$ cat config.mk
export PLATFORM = sky130hd
export DESIGN_NAME = dstk_top
export DESIGN_NICKNAME = d
export VERILOG_FILES = /design/src/rtl/dstk_pkg.sv /design/src/rtl/dstk_mem.sv /design/src/rtl/dstk_ctrl.sv /design/src/rtl/dstk_top.sv
export SDC_FILE = /design/constraint.sdc
export NUM_CORES = 1
export LEC_CHECK = 0
export ABC_CLOCK_PERIOD_IN_PS = 5450
export BUFFER_PORTS_ARGS = -buffer_cell sky130_fd_sc_hd__buf_2
export CAP_MARGIN = 20
export CORE_AREA = 2 2 234 236
export DETAILED_ROUTE_END_ITERATION = 10
export DIE_AREA = 0 0 236 238
export GPL_ROUTABILITY_DRIVEN = 0
export MAX_ROUTING_LAYER = met4
export SETUP_SLACK_MARGIN = 0.1
export SLEW_MARGIN = 20
export SYNTH_ARGS = -nofsm -noshare
export SYNTH_HDL_FRONTEND = slang
export SYNTH_HIERARCHICAL = 1
export SYNTH_SLANG_ARGS = --single-unit
export TNS_END_PERCENT = 100
$ cat constraint.sdc
create_clock -name clk_i -period 5.45 [get_ports clk_i]
set_input_delay 0.545 -clock clk_i [delete_from_list [all_inputs] [get_ports clk_i]]
set_output_delay 0.545 -clock clk_i [all_outputs]
set_load 0.005 [all_outputs]
$ cat src/rtl/dstk_pkg.sv
package dstk_pkg;
  typedef enum logic [3:0] {
    OP_NOP    = 4'h0,
    OP_DUP    = 4'h1,
    OP_SWAP   = 4'h2,
    OP_DROP   = 4'h3,
    OP_OVER   = 4'h4,
    OP_ROT    = 4'h5,
    OP_NROT   = 4'h6,
    OP_NIP    = 4'h7,
    OP_TUCK   = 4'h8,
    OP_RDROP  = 4'h9,
    OP_RDSWAP = 4'hA
  } stk_op_e;

  typedef enum logic [1:0] {
    MEM_HOLD = 2'd0,
    MEM_PUSH = 2'd1,
    MEM_POP  = 2'd2,
    MEM_REPL = 2'd3
  } mem_act_e;
endpackage

$ cat src/rtl/dstk_mem.sv
module dstk_mem
  import dstk_pkg::*;
#(
  parameter int W     = 16,
  parameter int DEPTH = 16
) (
  input  logic         clk_i,
  input  logic         rst_ni,
  input  logic         clr_i,
  input  mem_act_e     act_i,
  input  logic [W-1:0] wdata_i,
  output logic [W-1:0] top_o,
  output logic         empty_o,
  output logic         full_o
);
  localparam int PW = $clog2(DEPTH + 1);
  localparam int AW = (DEPTH > 1) ? $clog2(DEPTH) : 1;

  logic [PW-1:0] cnt_q;
  logic [W-1:0]  mem_q [DEPTH];
  logic [AW-1:0] top_idx;

  assign empty_o = (cnt_q == '0);
  assign full_o  = (cnt_q == PW'(DEPTH));
  assign top_idx = AW'(cnt_q - 1'b1);
  assign top_o   = empty_o ? '0 : mem_q[top_idx];

  always_ff @(posedge clk_i or negedge rst_ni) begin
    if (!rst_ni) begin
      cnt_q <= '0;
    end else if (clr_i) begin
      cnt_q <= '0;
    end else begin
      unique case (act_i)
        MEM_PUSH: if (!full_o)  cnt_q <= cnt_q + 1'b1;
        MEM_POP:  if (!empty_o) cnt_q <= cnt_q - 1'b1;
        default:  ;
      endcase
    end
  end

  // push writes slot cnt, replace rewrites slot cnt-1
  for (genvar i = 0; i < DEPTH; i++) begin : g_slot
    logic wr_en;
    assign wr_en = !clr_i &&
                   (((act_i == MEM_PUSH) && (cnt_q == PW'(i))) ||
                    ((act_i == MEM_REPL) && (cnt_q == PW'(i + 1))));
    always_ff @(posedge clk_i) begin
      if (wr_en) mem_q[i] <= wdata_i;
    end
  end
endmodule

$ cat src/rtl/dstk_ctrl.sv
module dstk_ctrl
  import dstk_pkg::*;
#(
  parameter int W = 16
) (
  input  logic [3:0]   op_i,
  input  logic         ld_i,
  input  logic [W-1:0] ld_data_i,
  input  logic [W-1:0] t_i,
  input  logic [W-1:0] n_i,
  input  logic [W-1:0] n2_i,
  input  logic         empty_i,
  input  logic         full_i,
  output logic [W-1:0] t_nxt_o,
  output logic [W-1:0] n_nxt_o,
  output mem_act_e     act_o,
  output logic [W-1:0] wdata_o,
  output logic         ovf_ev_o,
  output logic         unf_ev_o
);
  logic need_push, need_top;

  always_comb begin
    t_nxt_o   = t_i;
    n_nxt_o   = n_i;
    act_o     = MEM_HOLD;
    wdata_o   = n_i;
    need_push = 1'b0;
    need_top  = 1'b0;
    if (ld_i) begin
      t_nxt_o   = ld_data_i;
      n_nxt_o   = t_i;
      act_o     = MEM_PUSH;
      need_push = 1'b1;
    end else begin
      case (stk_op_e'(op_i))
        OP_DUP: begin
          n_nxt_o = t_i; act_o = MEM_PUSH; need_push = 1'b1;
        end
        OP_SWAP: begin
          t_nxt_o = n_i; n_nxt_o = t_i;
        end
        OP_DROP: begin
          t_nxt_o = n_i; n_nxt_o = n2_i; act_o = MEM_POP; need_top = 1'b1;
        end
        OP_OVER: begin
          t_nxt_o = n_i; n_nxt_o = t_i; act_o = MEM_PUSH; need_push = 1'b1;
        end
        OP_ROT: begin
          t_nxt_o = n2_i; n_nxt_o = t_i; act_o = MEM_REPL; need_top = 1'b1;
        end
        OP_NROT: begin
          t_nxt_o = n_i; n_nxt_o = n2_i; act_o = MEM_REPL; wdata_o = t_i;
          need_top = 1'b1;
        end
        OP_NIP: begin
          n_nxt_o = n2_i; act_o = MEM_POP; need_top = 1'b1;
        end
        OP_TUCK: begin
          act_o = MEM_PUSH; wdata_o = t_i; need_push = 1'b1;
        end
        OP_RDROP: begin
          act_o = MEM_POP; need_top = 1'b1;
        end
        OP_RDSWAP: begin
          t_nxt_o = n_i; n_nxt_o = t_i; act_o = MEM_POP; need_top = 1'b1;
        end
        default: ;
      endcase
    end
    ovf_ev_o = need_push && full_i;
    unf_ev_o = need_top && empty_i;
    // faulted instruction is discarded whole
    if (ovf_ev_o || unf_ev_o) begin
      t_nxt_o = t_i;
      n_nxt_o = n_i;
      act_o   = MEM_HOLD;
    end
  end
endmodule

$ cat src/rtl/dstk_top.sv
module dstk_top
  import dstk_pkg::*;
#(
  parameter int W     = 16,
  parameter int DEPTH = 16
) (
  input  logic         clk_i,
  input  logic         rst_ni,
  input  logic         clr_i,
  input  logic [3:0]   op_i,
  input  logic         ld_i,
  input  logic [W-1:0] ld_data_i,
  output logic [W-1:0] t_o,
  output logic [W-1:0] n_o,
  output logic [W-1:0] n2_o,
  output logic         ovf_o,
  output logic         unf_o
);
  logic [W-1:0] t_q, n_q, t_nxt, n_nxt, wdata, n2;
  logic         ovf_q, unf_q, ovf_ev, unf_ev, empty, full;
  mem_act_e     act;

  dstk_ctrl #(.W(W)) i_ctrl (
    .op_i     (op_i),
    .ld_i     (ld_i),
    .ld_data_i(ld_data_i),
    .t_i      (t_q),
    .n_i      (n_q),
    .n2_i     (n2),
    .empty_i  (empty),
    .full_i   (full),
    .t_nxt_o  (t_nxt),
    .n_nxt_o  (n_nxt),
    .act_o    (act),
    .wdata_o  (wdata),
    .ovf_ev_o (ovf_ev),
    .unf_ev_o (unf_ev)
  );

  dstk_mem #(.W(W), .DEPTH(DEPTH)) i_mem (
    .clk_i  (clk_i),
    .rst_ni (rst_ni),
    .clr_i  (clr_i),
    .act_i  (act),
    .wdata_i(wdata),
    .top_o  (n2),
    .empty_o(empty),
    .full_o (full)
  );

  always_ff @(posedge clk_i or negedge rst_ni) begin
    if (!rst_ni) begin
      t_q   <= '0;
      n_q   <= '0;
      ovf_q <= 1'b0;
      unf_q <= 1'b0;
    end else if (clr_i) begin
      t_q   <= '0;
      n_q   <= '0;
      ovf_q <= 1'b0;
      unf_q <= 1'b0;
    end else begin
      t_q   <= t_nxt;
      n_q   <= n_nxt;
      ovf_q <= ovf_q | ovf_ev;
      unf_q <= unf_q | unf_ev;
    end
  end

  assign t_o   = t_q;
  assign n_o   = n_q;
  assign n2_o  = n2;
  assign ovf_o = ovf_q;
  assign unf_o = unf_q;
endmodule

* Yosys cells after proc, flatten, opt, wreduce, memory -nomap -nowiden
Memories as Yosys holds them, arrays and structs flattened. Index checks and enable logic that the tools add are counted. W data, S select, Z words.
Storage, ports and cells: register bits 39, bits in latches 0, bits in writable memories 256, ROM bits 0, input bits 24, output and inout bits 50, word-level logic and storage cells 241, memories 1
Memory list:
- i_mem.mem_q | words 16, width 16, read ports 1, clocked after Yosys merged registers in 0, wr ports 1, line dstk_mem.sv:20 | logic [W-1:0] mem_q [DEPTH];
Cells by class: add/sub/neg operators 2, multipliers 0, div/mod/pow operators 0, magnitude comparators 0, equal/unequal tests 32, shifts and indexed selects 0, mux-type cells 101, bitwise operators 2, reductions and logical operators 98
Operator list (number):
- $mux W16 | 24
- $reduce_or A16 Y1 | 15
- $pmux W16 S2 | 2
- $mux W4 | 15
- $mux W1 | 53
- $logic_and A1 B1 Y1 | 50
- $eq A5 B4 Y1 const B | 8
- $eq A5 B3 Y1 const B | 4
- $logic_or A1 B1 Y1 | 17
- $eq A4 B3 Y1 const B | 4
- $mux W5 | 3
- $eq A4 B4 Y1 const B | 3
- $eq A5 B2 Y1 const B | 2
- $pmux W5 S2 | 1
- $reduce_or A5 Y1 | 2
- $eq A4 B2 Y1 const B | 2
- $reduce_bool A4 Y1 | 2
- $ne A3 B3 Y1 const B | 2
- $pmux W2 S3 | 1
- $reduce_or A3 Y1 | 2
- $reduce_or A6 Y1 | 1
- $add A5 B1 Y5 const B | 1
- $eq A5 B1 Y1 const B | 1
- $eq A5 B5 Y1 const B | 1
- 14 further kinds | 19

* Logic depth before layout (Yosys ltp)
Gate-level depths: netlist (run 1).
depth in word-level cells 29, depth in mapped cells 19, gate-level depth less buffers 12

* Modules after synthesis
Netlist (run 1), hierarchy kept.
By module, submodules not included:
- dstk_mem | times used 1, cells each 626, area an instance 10933.0 um^2, seq. area each 7812.5 um^2
- dstk_ctrl | times used 1, cells each 169, area an instance 1238.7 um^2, seq. area each 0.0 um^2
- dstk_top | times used 1, cells each 71, area an instance 1094.8 um^2, seq. area each 850.8 um^2

* Worst setup path before layout (run 1)
OpenSTA, ideal clock, no wires.
kind reg2reg, start register i_mem.cnt_q[0], end memory i_mem.mem_q[2][0] (enable), setup time 0.430 ns, arrival time 4.868 ns, slack 0.152 ns, stages on the path, launching flop included 18, path buffers 6, cell sequence dfrtp_1 buf_2 buf_2 buf_2 inv_1 ha_1 buf_2 nor4b_1 inv_1 a211o_1 nor2_1 or2_1 buf_6 a2111oi_4 buf_1 mux2_2 nand2_1 nor4_1
On the way: elaborated cells on any way between the ends 164, those cells by class eq/ne (18); mux (63); reduce/logical (83)
RTL lines:
- from (decl) | line dstk_mem.sv:19 | logic [PW-1:0] cnt_q;
- from (signal assigned) | line dstk_mem.sv:35 | MEM_PUSH: if (!full_o) cnt_q <= cnt_q + 1'b1;
- from (signal assigned) | line dstk_mem.sv:36 | MEM_POP: if (!empty_o) cnt_q <= cnt_q - 1'b1;
- $logic_not A5 Y1 * | line dstk_mem.sv:23 | assign empty_o = (cnt_q == '0);
- net empty | line dstk_top.sv:20 | logic ovf_q, unf_q, ovf_ev, unf_ev, empty, full;
- $logic_and A1 B1 Y1 * | line dstk_ctrl.sv:72 | unf_ev_o = need_top && empty_i;
- net unf_ev | line dstk_top.sv:20
- $logic_or A1 B1 Y1 * | line dstk_ctrl.sv:74 | if (ovf_ev_o || unf_ev_o) begin
- $mux W2 * | line dstk_ctrl.sv:74
- net act[1] | line dstk_top.sv:21 | mem_act_e act;
- $eq A2 B1 Y1 / $eq A2 B2 Y1 (equally long branches) | line dstk_mem.sv:46, dstk_mem.sv:47
- $logic_and A1 B1 Y1 (on tied branches) | line dstk_mem.sv:46, dstk_mem.sv:47
- $logic_or A1 B1 Y1 * | line dstk_mem.sv:46 | (((act_i == MEM_PUSH) && (cnt_q == PW'(i))) ||
- $logic_and A1 B1 Y1 * | line dstk_mem.sv:45 | assign wr_en = !clr_i &&
- net i_mem.g_slot[2].wr_en | line dstk_mem.sv:44 | logic wr_en;
- $mux W1 * | line dstk_mem.sv:49 | if (wr_en) mem_q[i] <= wdata_i;
- $mux W1 (implied by the code) * | line dstk_mem.sv:49
- $reduce_or A16 Y1 (no line)
- $mux W4 (no line) / $mux W1 (equally long branches) (14 in series)
- to (decl) | line dstk_mem.sv:20
Mark *: on every way through the listed nets, which the timed path passes. The rest lies on a longest branch.

* Worst setup path after layout (run 1)
start register i_mem.cnt_q[0], end output port n2_o[0]
On the way: cells in the longest elaborated chain, start to end 3, elaborated cells on any way between the ends 4, those cells by class add/sub (1); mux (1); reduce/logical (1); memory (1)
Ends and longest elaborated chain:
- $sub A5 B1 Y5 | line dstk_mem.sv:25 | assign top_idx = AW'(cnt_q - 1'b1);
- $mem_v2 Z16 W16
- $mux W16 * | line dstk_mem.sv:26 | assign top_o = empty_o ? '0 : mem_q[top_idx];
- to (decl) | line dstk_top.sv:15 | output logic [W-1:0] n2_o,
Mark *: on every way between the ends. The rest lies on a longest branch, timed or not.

==> results.toml, run 1 <==
[status]
status = "finished clean"

[worst_setup_path]
worst-r2r-setup-slack_ns = 1.31
crit_path_max_incr_delay_ns = 0.71
critical-path-slowest-cell = "sky130_fd_sc_hd__dfrtp_4"
crit-reg2reg-capture = "i_mem/mem_q[13][13]"
worstRegToRegCells = 12
crit_arrival_ns = 3.92
critical_path_class = "register to primary output"
crit_fanout = 64
setup.worst_path.end_class = "primary output"
reg2reg_from = "i_mem/cnt_q[0]"
crit_required_ns = 4.91
type_of_origin_of_the_critical_path = "register"
timing.critical_path.cells = "inv_1 -> ha_4 -> buf_4 -> mux4_2 -> mux2i_1 -> o32ai_1 -> buf_2"

[sta]
final-setup-viol-count = 0
holdWs_ns = 0.208
finalCritPeriodShare = 0.819
grt_setup_unrepaired = "no"
max_clock_freq_mhz = 224
tightestPinTransition_ns = 1.09
min_period_ns = 4.46
totalNegativeSetupSlack_ns = 0
max_slew_margin = 0.272
report.final.slew_viol_count = 0
clock_skew_ns = 0.0203
timing_hold_violations_final = 0

[synthesis]
yosys_most_used_dff = "sky130_fd_sc_hd__edfxtp_1"
yosys.cell_count.top_type = "sky130_fd_sc_hd__edfxtp_1"
yosysWarningCount = 6
synthDistinctLibCells = 58
seq_area_frac_synth = 0.653
async_reset_ff_frac = 0.132
netlist.top_cell.by_area = "sky130_fd_sc_hd__edfxtp_1"
syn_nets = 896
synth_enable_flop_cells = 256
ys_top_cells_by_area = "sky130_fd_sc_hd__edfxtp_1 58%, sky130_fd_sc_hd__dfrtp_1 7.4%, sky130_fd_sc_hd__mux4_2 5.8%"
post_synth_inst_count = 866
syn-mean-instance-area_um2 = 15.3
syn_area_um2 = 13300
synth_top_area_frac = 0.579
ys_seq_elements = 295
synth_common_cells = "256 x sky130_fd_sc_hd__edfxtp_1, 63 x sky130_fd_sc_hd__nor3b_1, 53 x sky130_fd_sc_hd__mux2i_1, 53 x sky130_fd_sc_hd__nand2_1, 39 x sky130_fd_sc_hd__dfrtp_1"

[finish]
drive_above_1_share = 0.250
filler_cell_count = 5296
nets = 969
insertedDiodeCount = 0
area_growth_syn_to_layout_pct = 17.1
postLayoutCellArea_um2 = 15500
layoutNonFillerInstCount = 1659

[pwr]
power_density_nw_per_um2 = 384
power.ir.vdd_worst_uv = 212
sw_power_w = 0.00170
pwr-share-seq = 0.434
share_clk_of_total_power = 0.345
comb_power_share = 0.220
internal-power_w = 0.00426
netSwitchingFraction = 0.285
static-leakage-power_nw = 5.46

[clock_tree]
clockRootBuffer = "sky130_fd_sc_hd__clkbuf_16"
clock_sink_count = 295
htreeDepth = 2
postCtsSetupRepairBufs = 0
tritoncts_buffers = 34
cts.hold.buffers_added = 0
cts.clk_slew.worst_paths_ns = 0.06
ctsLongestPathBuffers = 3
insertion_delay_ns = 0.50
post_cts_resize_count = 0
clock_tree_from_tritoncts = "done"

[placed_design]
place_area_um2 = 14500
numPlacedInstances = 1599
place.port_buffers = 73
detailedPlacementHpwl_um = 21300

[global_route]
grt_antenna_before_repair = 0
grt_pass1_vias = 7902
grt_use_total = 0.119
globalRoute.totalOverflow = 0
global_route_wire_length_before_repair_um = 50300
grt_max_degree = 65

[route]
avgRoutedWirePerCell_um = 19.7
vias_per_cell = 4.78
drtIter0Drc = 731
detail-route-antenna-nets = 0
drt-pass1-iter-count = 7
route.final.wire_length_um = 32600
routed-via-count = 7938
remaining_drc_errors = 0

[die]
die_x_um = 236
num_rows = 85
core-area_um2 = 53500
io_pins = 74
design.die.area_um2 = 56200
die-height_um = 238
initial_core_util = 0.248

[min_path]
hold_path_class = "input port to asynchronous set/reset pin"

[job]
drv_cap = 0
[layout by cell type (no fill, tap or decap), drive strengths merged, types with 19 or more instances in the layout]
cell type and count:
nor3b 63, dfrtp 39, a22oi 32, o21ai 24, and3 20, nor2b 33, nand2 53, edfxtp 256
mux2 35, buf 105, nor2 19, mux2i 53, clkbuf 45, mux4 34
[critical path: cells and delay by family (launching register included)]
family                   cells  cell delay, ns
flip-flops                   1            0.71
adder cells (fa/ha/maj)      1            0.70
multiplexers                 2            0.81
buffers and inverters        3            0.91
AO/OA/AOI/OAI                1            0.27
[logic make-up after synthesis]
kind of cell | after synthesis | share of synthesized area
flip-flops | 295 | 0.653
AND/OR/NAND/NOR | 219 | 0.0978
AO/OA/AOI/OAI | 142 | 0.0838
multiplexers | 122 | 0.127
buffers and inverters | 77 | 0.0285
adder cells (fa/ha/maj) | 6 | 0.00566
XOR/XNOR | 5 | 0.00387
[registers in the layout, indices dropped and copies added, names as in the netlist]
register     count
i_mem/mem_q    256
ovf_o            1
unf_o            1
n_o             16
t_o             16
i_mem/cnt_q      5
[per-layer routing]
metal	up-vias	track usage	share of wire
met1	4067	0.173	0.47
met3	47	0.0180	0.067
li1	3551	-	-
met2	273	0.176	0.45
met4	0	0.0253	0.018
met5	-	-	0
[power groups by stage]
stage	combinational, W	clock [W]	sequential [W]
5_1_grt	0.00141	0.00221	0.00260
3_5_place_dp	0.00132	0	0.00263
4_1_cts	0.00132	0.00211	0.00259
3_3_place_gp	0.00130	0	0.00263
6_report	0.00131	0.00206	0.00259
2_1_floorplan	0.000882	0	0.00260
[stage by stage]
stage	utilization	total power, W	worst slack (ns)
floorplan	-	0.00349	0.152
global route	0.290	0.00622	0.724
CTS	0.290	0.00602	0.988
detailed placement	0.271	0.00395	1.32
global placement	0.271	0.00394	1.45
finish	0.290	0.00596	0.987
[final cells by class]
type,instances,area [um^2],share of cell area
multi-input combinational,494,4330,0.279
clock buffer,45,933,0.0601
clock inverter,15,81.3,0.00524
inverter,9,33.8,0.00217
timing repair buffer,105,618,0.0398
sequential,295,8670,0.558
tap,696,871,0.0561
[how the worst max path moves through the flow]
| stage | startpoint | to | slack, ns |
|---|---|---|---|
| 6_report | i_mem/cnt_q[0] | n2_o[0] | 0.99 |
| 5_1_grt | i_mem/cnt_q[0] | n2_o[2] | 0.72 |
| 2_1_floorplan | i_mem/cnt_q[0] | i_mem/mem_q[2][0] | 0.15 |
| 3_3_place_gp | i_mem/cnt_q[0] | i_mem/mem_q[13][11] | 1.45 |
| 3_5_place_dp | i_mem/cnt_q[0] | i_mem/mem_q[13][5] | 1.32 |
| 4_1_cts | i_mem/cnt_q[0] | n2_o[11] | 0.99 |
(Power assumes the default switching activity.)
==> inputs of run 2 (changes only) <==
- ABC_CLOCK_PERIOD_IN_PS: 5450 -> 4100
- clock period: 5.45 -> 4.1 ns (I/O delays scaled with it)
==> run 2 against run 1 <==
Against the previous run:
- utilization is 0.44 points higher
- clock power grew 34%
- register-to-register slack worse by 0.88 ns
- worst setup slack lost 0.72 ns
- flip-flop and latch count unchanged
==> results.toml, run 2 (synthesis gave the netlist of run 1 again) <==
[status]
status = "finished clean"

[global_route]
global_route_wire_length_before_repair_um = 54100
grt_use_total = 0.131
globalRoute.totalOverflow = 0
grt_pass1_vias = 8173
grt_max_degree = 104
grt_antenna_before_repair = 1

[sta]
final-setup-viol-count = 0
final.setup.worst_slack_ns = 0.263
clock_skew_ns = 0.00924
holdWs_ns = 0.295
finalCritPeriodShare = 0.936
timing_hold_violations_final = 0
max_slew_margin = 0.256
grt_setup_unrepaired = "no"
max_clock_freq_mhz = 261
report.final.slew_viol_count = 0
min_period_ns = 3.84
tightestPinTransition_ns = 1.12
totalNegativeSetupSlack_ns = 0

[pwr]
power.ir.vdd_worst_uv = 397
p_total_w = 0.00809
static-leakage-power_nw = 5.54
power_density_nw_per_um2 = 513

[finish]
insertedDiodeCount = 0
top_register = "i_mem/mem_q"
layout_common_cells = "256 x sky130_fd_sc_hd__edfxtp_1, 72 x sky130_fd_sc_hd__buf_2, 62 x sky130_fd_sc_hd__nor3b_1, 52 x sky130_fd_sc_hd__nand2_1, 52 x sky130_fd_sc_hd__mux2i_1"
layoutNonFillerInstCount = 1668
max_ffs_per_register = 256
area_growth_syn_to_layout_pct = 18.9
drive_above_1_share = 0.260
layout_commonest_cell = "sky130_fd_sc_hd__edfxtp_1"
nets = 978

[die]
num_rows = 85
initial_core_util = 0.248
design.die.area_um2 = 56200
core-area_um2 = 53500
die_x_um = 236
die-height_um = 238
io_pins = 74

[worst_setup_path]
type_of_origin_of_the_critical_path = "register"
critical_path_class = "register to primary output"
crit_arrival_ns = 3.43
setup.worst_path.end_class = "primary output"
crit_fanout = 22
crit_required_ns = 3.69

[route]
remaining_drc_errors = 0
vias_per_cell = 4.87
detail-route-antenna-nets = 0
avgRoutedWirePerCell_um = 22.0
drtIter0Drc = 716
drt-pass1-iter-count = 5
route.final.wire_length_um = 36800
routed-via-count = 8130

[placed_design]
detailedPlacementHpwl_um = 23200
post-place-ws_ns = 0.397
numPlacedInstances = 1610
place.port_buffers = 73

[clock_tree]
clockRootBuffer = "sky130_fd_sc_hd__clkbuf_16"
cts.clk_slew.worst_paths_ns = 0.06
clock_sink_count = 295
clock_tree_from_tritoncts = "done"
htreeDepth = 1
insertion_delay_ns = 0.57
tritoncts_buffers = 30
ctsLongestPathBuffers = 3

[job]
drv_cap = 0

[min_path]
hold_path_class = "input port to register"
run 2: stage by stage:
stage | instance area [um^2] | util
after global routing | 15800 | 0.295
after CTS | 15700 | 0.294
after floorplan | 13400 | -
after global placement | 14700 | 0.275
final | 15800 | 0.295
after detailed placement | 14700 | 0.275
run 2: cell type report:
cell class              instances  area, um^2
clock buffers                  39         795
clock inverters                17         203
fillers                      5295       37700
inverters                       9        33.8
multi-input cells             494        4420
flip-flops and latches        295        8670
well taps                     696         871
repair buffers                118         778
run 2: final timing paths:
path,start,to,slack (ns),depth (start not counted)
min in group asynchronous,rst_ni,t_o[5],0.40,2
max reg2reg,i_mem/cnt_q[1],i_mem/mem_q[9][3],0.43,12
min,ld_data_i[7],t_o[7],0.29,5
max,i_mem/cnt_q[1],n2_o[6],0.26,8
min reg2reg,ovf_o,ovf_o,0.51,1
max in group asynchronous,rst_ni,i_mem/cnt_q[0],3.24,2
run 2: routing by layer:
| layer | up-vias | share of wire | GRT usage |
|---|---|---|---|
| li1 | 3567 | - | - |
| met1 | 4168 | 0.42 | 0.167 |
| met2 | 317 | 0.47 | 0.206 |
| met3 | 78 | 0.077 | 0.0280 |
| met4 | 0 | 0.036 | 0.0461 |
| met5 | - | 0 | - |
run 2: where the power goes:
group | leakage [nW] | switching [W] | total [W] | internal (W)
clock | 0.487 | 0.00115 | 0.00277 | 0.00162
combinational | 2.13 | 0.00114 | 0.00190 | 0.000764
sequential | 2.92 | 0.0000502 | 0.00342 | 0.00337
run 2: repair_timing:
| item | in CTS | in global routing |
|---|---|---|
| hold buffers | 0 | 1 |
| endpoints found under the hold margin | 0 | 39 |
| setup buffers | 0 | 1 |
| setup endpoints to repair | 1 | 9 |
| resized for setup | 1 | 2 |
| pin swaps | 0 | 1 |
run 2: critical path, cell delays in order, from the launching register on:
cell and delay, ns:
sky130_fd_sc_hd__dfrtp_1 0.49, sky130_fd_sc_hd__inv_1 0.16, sky130_fd_sc_hd__ha_4 0.56, sky130_fd_sc_hd__buf_4 0.34
sky130_fd_sc_hd__nor3b_1 0.09, sky130_fd_sc_hd__mux2i_1 0.17, sky130_fd_sc_hd__o211ai_1 0.14, sky130_fd_sc_hd__o32ai_1 0.66
sky130_fd_sc_hd__buf_2 0.24
==> inputs of run 3 (changes only) <==
- ABC_CLOCK_PERIOD_IN_PS: 4100 -> 4800
- clock period: 4.1 -> 4.8 ns (I/O delays scaled with it)
==> run 3 against run 2 <==
Against the previous run:
- worst setup slack better by 0.11 ns
- critical path depth unchanged
- clock power down 17%
- flip-flop and latch count unchanged
- design area down 1.3%
- total power down 16%
- wire length down 8.9%
- non-clock buffer count down 6
- final cell count down 0.30%
- utilization down 0.39 points
- clock skew up 0.0048 ns
- register-to-register slack better by 0.46 ns
- largest cell class unchanged
==> results.toml, run 3 (synthesis gave the netlist of run 1 again) <==
[global_route]
grt_use_total = 0.119
global_route_wire_length_before_repair_um = 50100
grt_pass1_vias = 7791
grt_antenna_before_repair = 1
grt_max_degree = 58
globalRoute.totalOverflow = 0

[finish]
final_core_utilization = 0.291
top_register = "i_mem/mem_q"
layout_common_cells = "256 x sky130_fd_sc_hd__edfxtp_1, 73 x sky130_fd_sc_hd__buf_2, 62 x sky130_fd_sc_hd__nor3b_1, 53 x sky130_fd_sc_hd__nand2_1, 53 x sky130_fd_sc_hd__mux2i_1"
max_ffs_per_register = 256
drive_above_1_share = 0.251
nets = 972
layout_commonest_cell = "sky130_fd_sc_hd__edfxtp_1"
area_growth_syn_to_layout_pct = 17.3

[die]
die-height_um = 238
io_pins = 74
design.die.area_um2 = 56200
die_x_um = 236
core-area_um2 = 53500
num_rows = 85
initial_core_util = 0.248

[clock_tree]
postCtsSetupRepairBufs = 0
insertion_delay_ns = 0.55
ctsLongestPathBuffers = 3
cts.clk_slew.worst_paths_ns = 0.07
htreeDepth = 1
clock_tree_from_tritoncts = "done"
post_cts_resize_count = 0
clock_sink_count = 295
clockRootBuffer = "sky130_fd_sc_hd__clkbuf_16"
tritoncts_buffers = 30
cts.hold.buffers_added = 0

[sta]
grt_setup_unrepaired = "no"
max_clock_freq_mhz = 226
tightestPinTransition_ns = 1.00
finalCritPeriodShare = 0.923
clock_skew_ns = 0.0140
totalNegativeSetupSlack_ns = 0
max_slew_margin = 0.330
min_period_ns = 4.43
final.setup.worst_slack_ns = 0.370
report.final.slew_viol_count = 0
timing_hold_violations_final = 0
final-setup-viol-count = 0

[worst_setup_path]
setup.worst_path.end_class = "primary output"
worstRegToRegCells = 11
critical_path_class = "register to primary output"
worst-r2r-setup-slack_ns = 0.89
crit_required_ns = 4.32
type_of_origin_of_the_critical_path = "register"
crit_arrival_ns = 3.95
crit_fanout = 22

[placed_design]
place.port_buffers = 73
post-place-ws_ns = 0.913
detailedPlacementHpwl_um = 21700

[status]
status = "finished clean"

[route]
drtIter0Drc = 631
vias_per_cell = 4.79
detail-route-antenna-nets = 0
drt-pass1-iter-count = 5
avgRoutedWirePerCell_um = 20.1
route.final.wire_length_um = 33500
routed-via-count = 7958
remaining_drc_errors = 0

[pwr]
power.ir.vdd_worst_uv = 350
power_density_nw_per_um2 = 437
static-leakage-power_nw = 5.46

[job]
drv_cap = 0

[min_path]
hold_path_class = "input port to asynchronous set/reset pin"
==> run 3: final cells by class <==
type | instances | area, um^2
clock inverters | 19 | 173
diodes | 2 | 5.00
well taps | 696 | 871
inverters | 9 | 33.8
repair buffers | 112 | 658
clock buffers | 36 | 795
fillers | 5293 | 37900
flip-flops and latches | 295 | 8670
multi-input cells | 494 | 4360
==> run 3: final timing paths <==
path | start | end
setup / recovery | i_mem/cnt_q[1] | n2_o[15]
hold / removal | rst_ni | n_o[14]
setup reg to reg | i_mem/cnt_q[1] | i_mem/mem_q[11][13]
hold reg to reg | unf_o | unf_o
max in group asynchronous | rst_ni | i_mem/cnt_q[0]
min in group clk_i | ld_data_i[6] | t_o[6]
==> run 3: worst max-delay path, cell delays in order (launching register included) <==
cell and delay [ns]:
sky130_fd_sc_hd__dfrtp_1 0.50, sky130_fd_sc_hd__inv_1 0.16, sky130_fd_sc_hd__ha_4 0.25, sky130_fd_sc_hd__xnor2_4 0.69, sky130_fd_sc_hd__buf_4 0.37, sky130_fd_sc_hd__mux2i_1 0.24
sky130_fd_sc_hd__o211ai_1 0.13, sky130_fd_sc_hd__o32ai_1 0.80, sky130_fd_sc_hd__buf_2 0.25
==> run 3: per-stage QoR <==
step | hold WS [ns] | area (um^2) | std cells | total power [W]
detailed placement | 0.514 | 14600 | 1606 | 0.00457
global route | 0.139 | 15600 | 1662 | 0.00706
finish | 0.0674 | 15600 | 1663 | 0.00680
floorplan | 0.184 | 13300 | 866 | 0.00396
global placement | 0.506 | 14600 | 1606 | 0.00456
CTS | 0.0841 | 15600 | 1661 | 0.00687
==> run 3: routing by layer <==
layer,share of wire,track usage
met3,0.047,0.0178
met1,0.43,0.152
met4,0.026,0.0338
met5,0,-
met2,0.50,0.197
==> run 3: where the power goes <==
part | switching (W) | internal, W | total (W)
clock network | 0.000962 | 0.00134 | 0.00230
logic | 0.000951 | 0.000633 | 0.00158
registers | 0.0000428 | 0.00287 | 0.00292
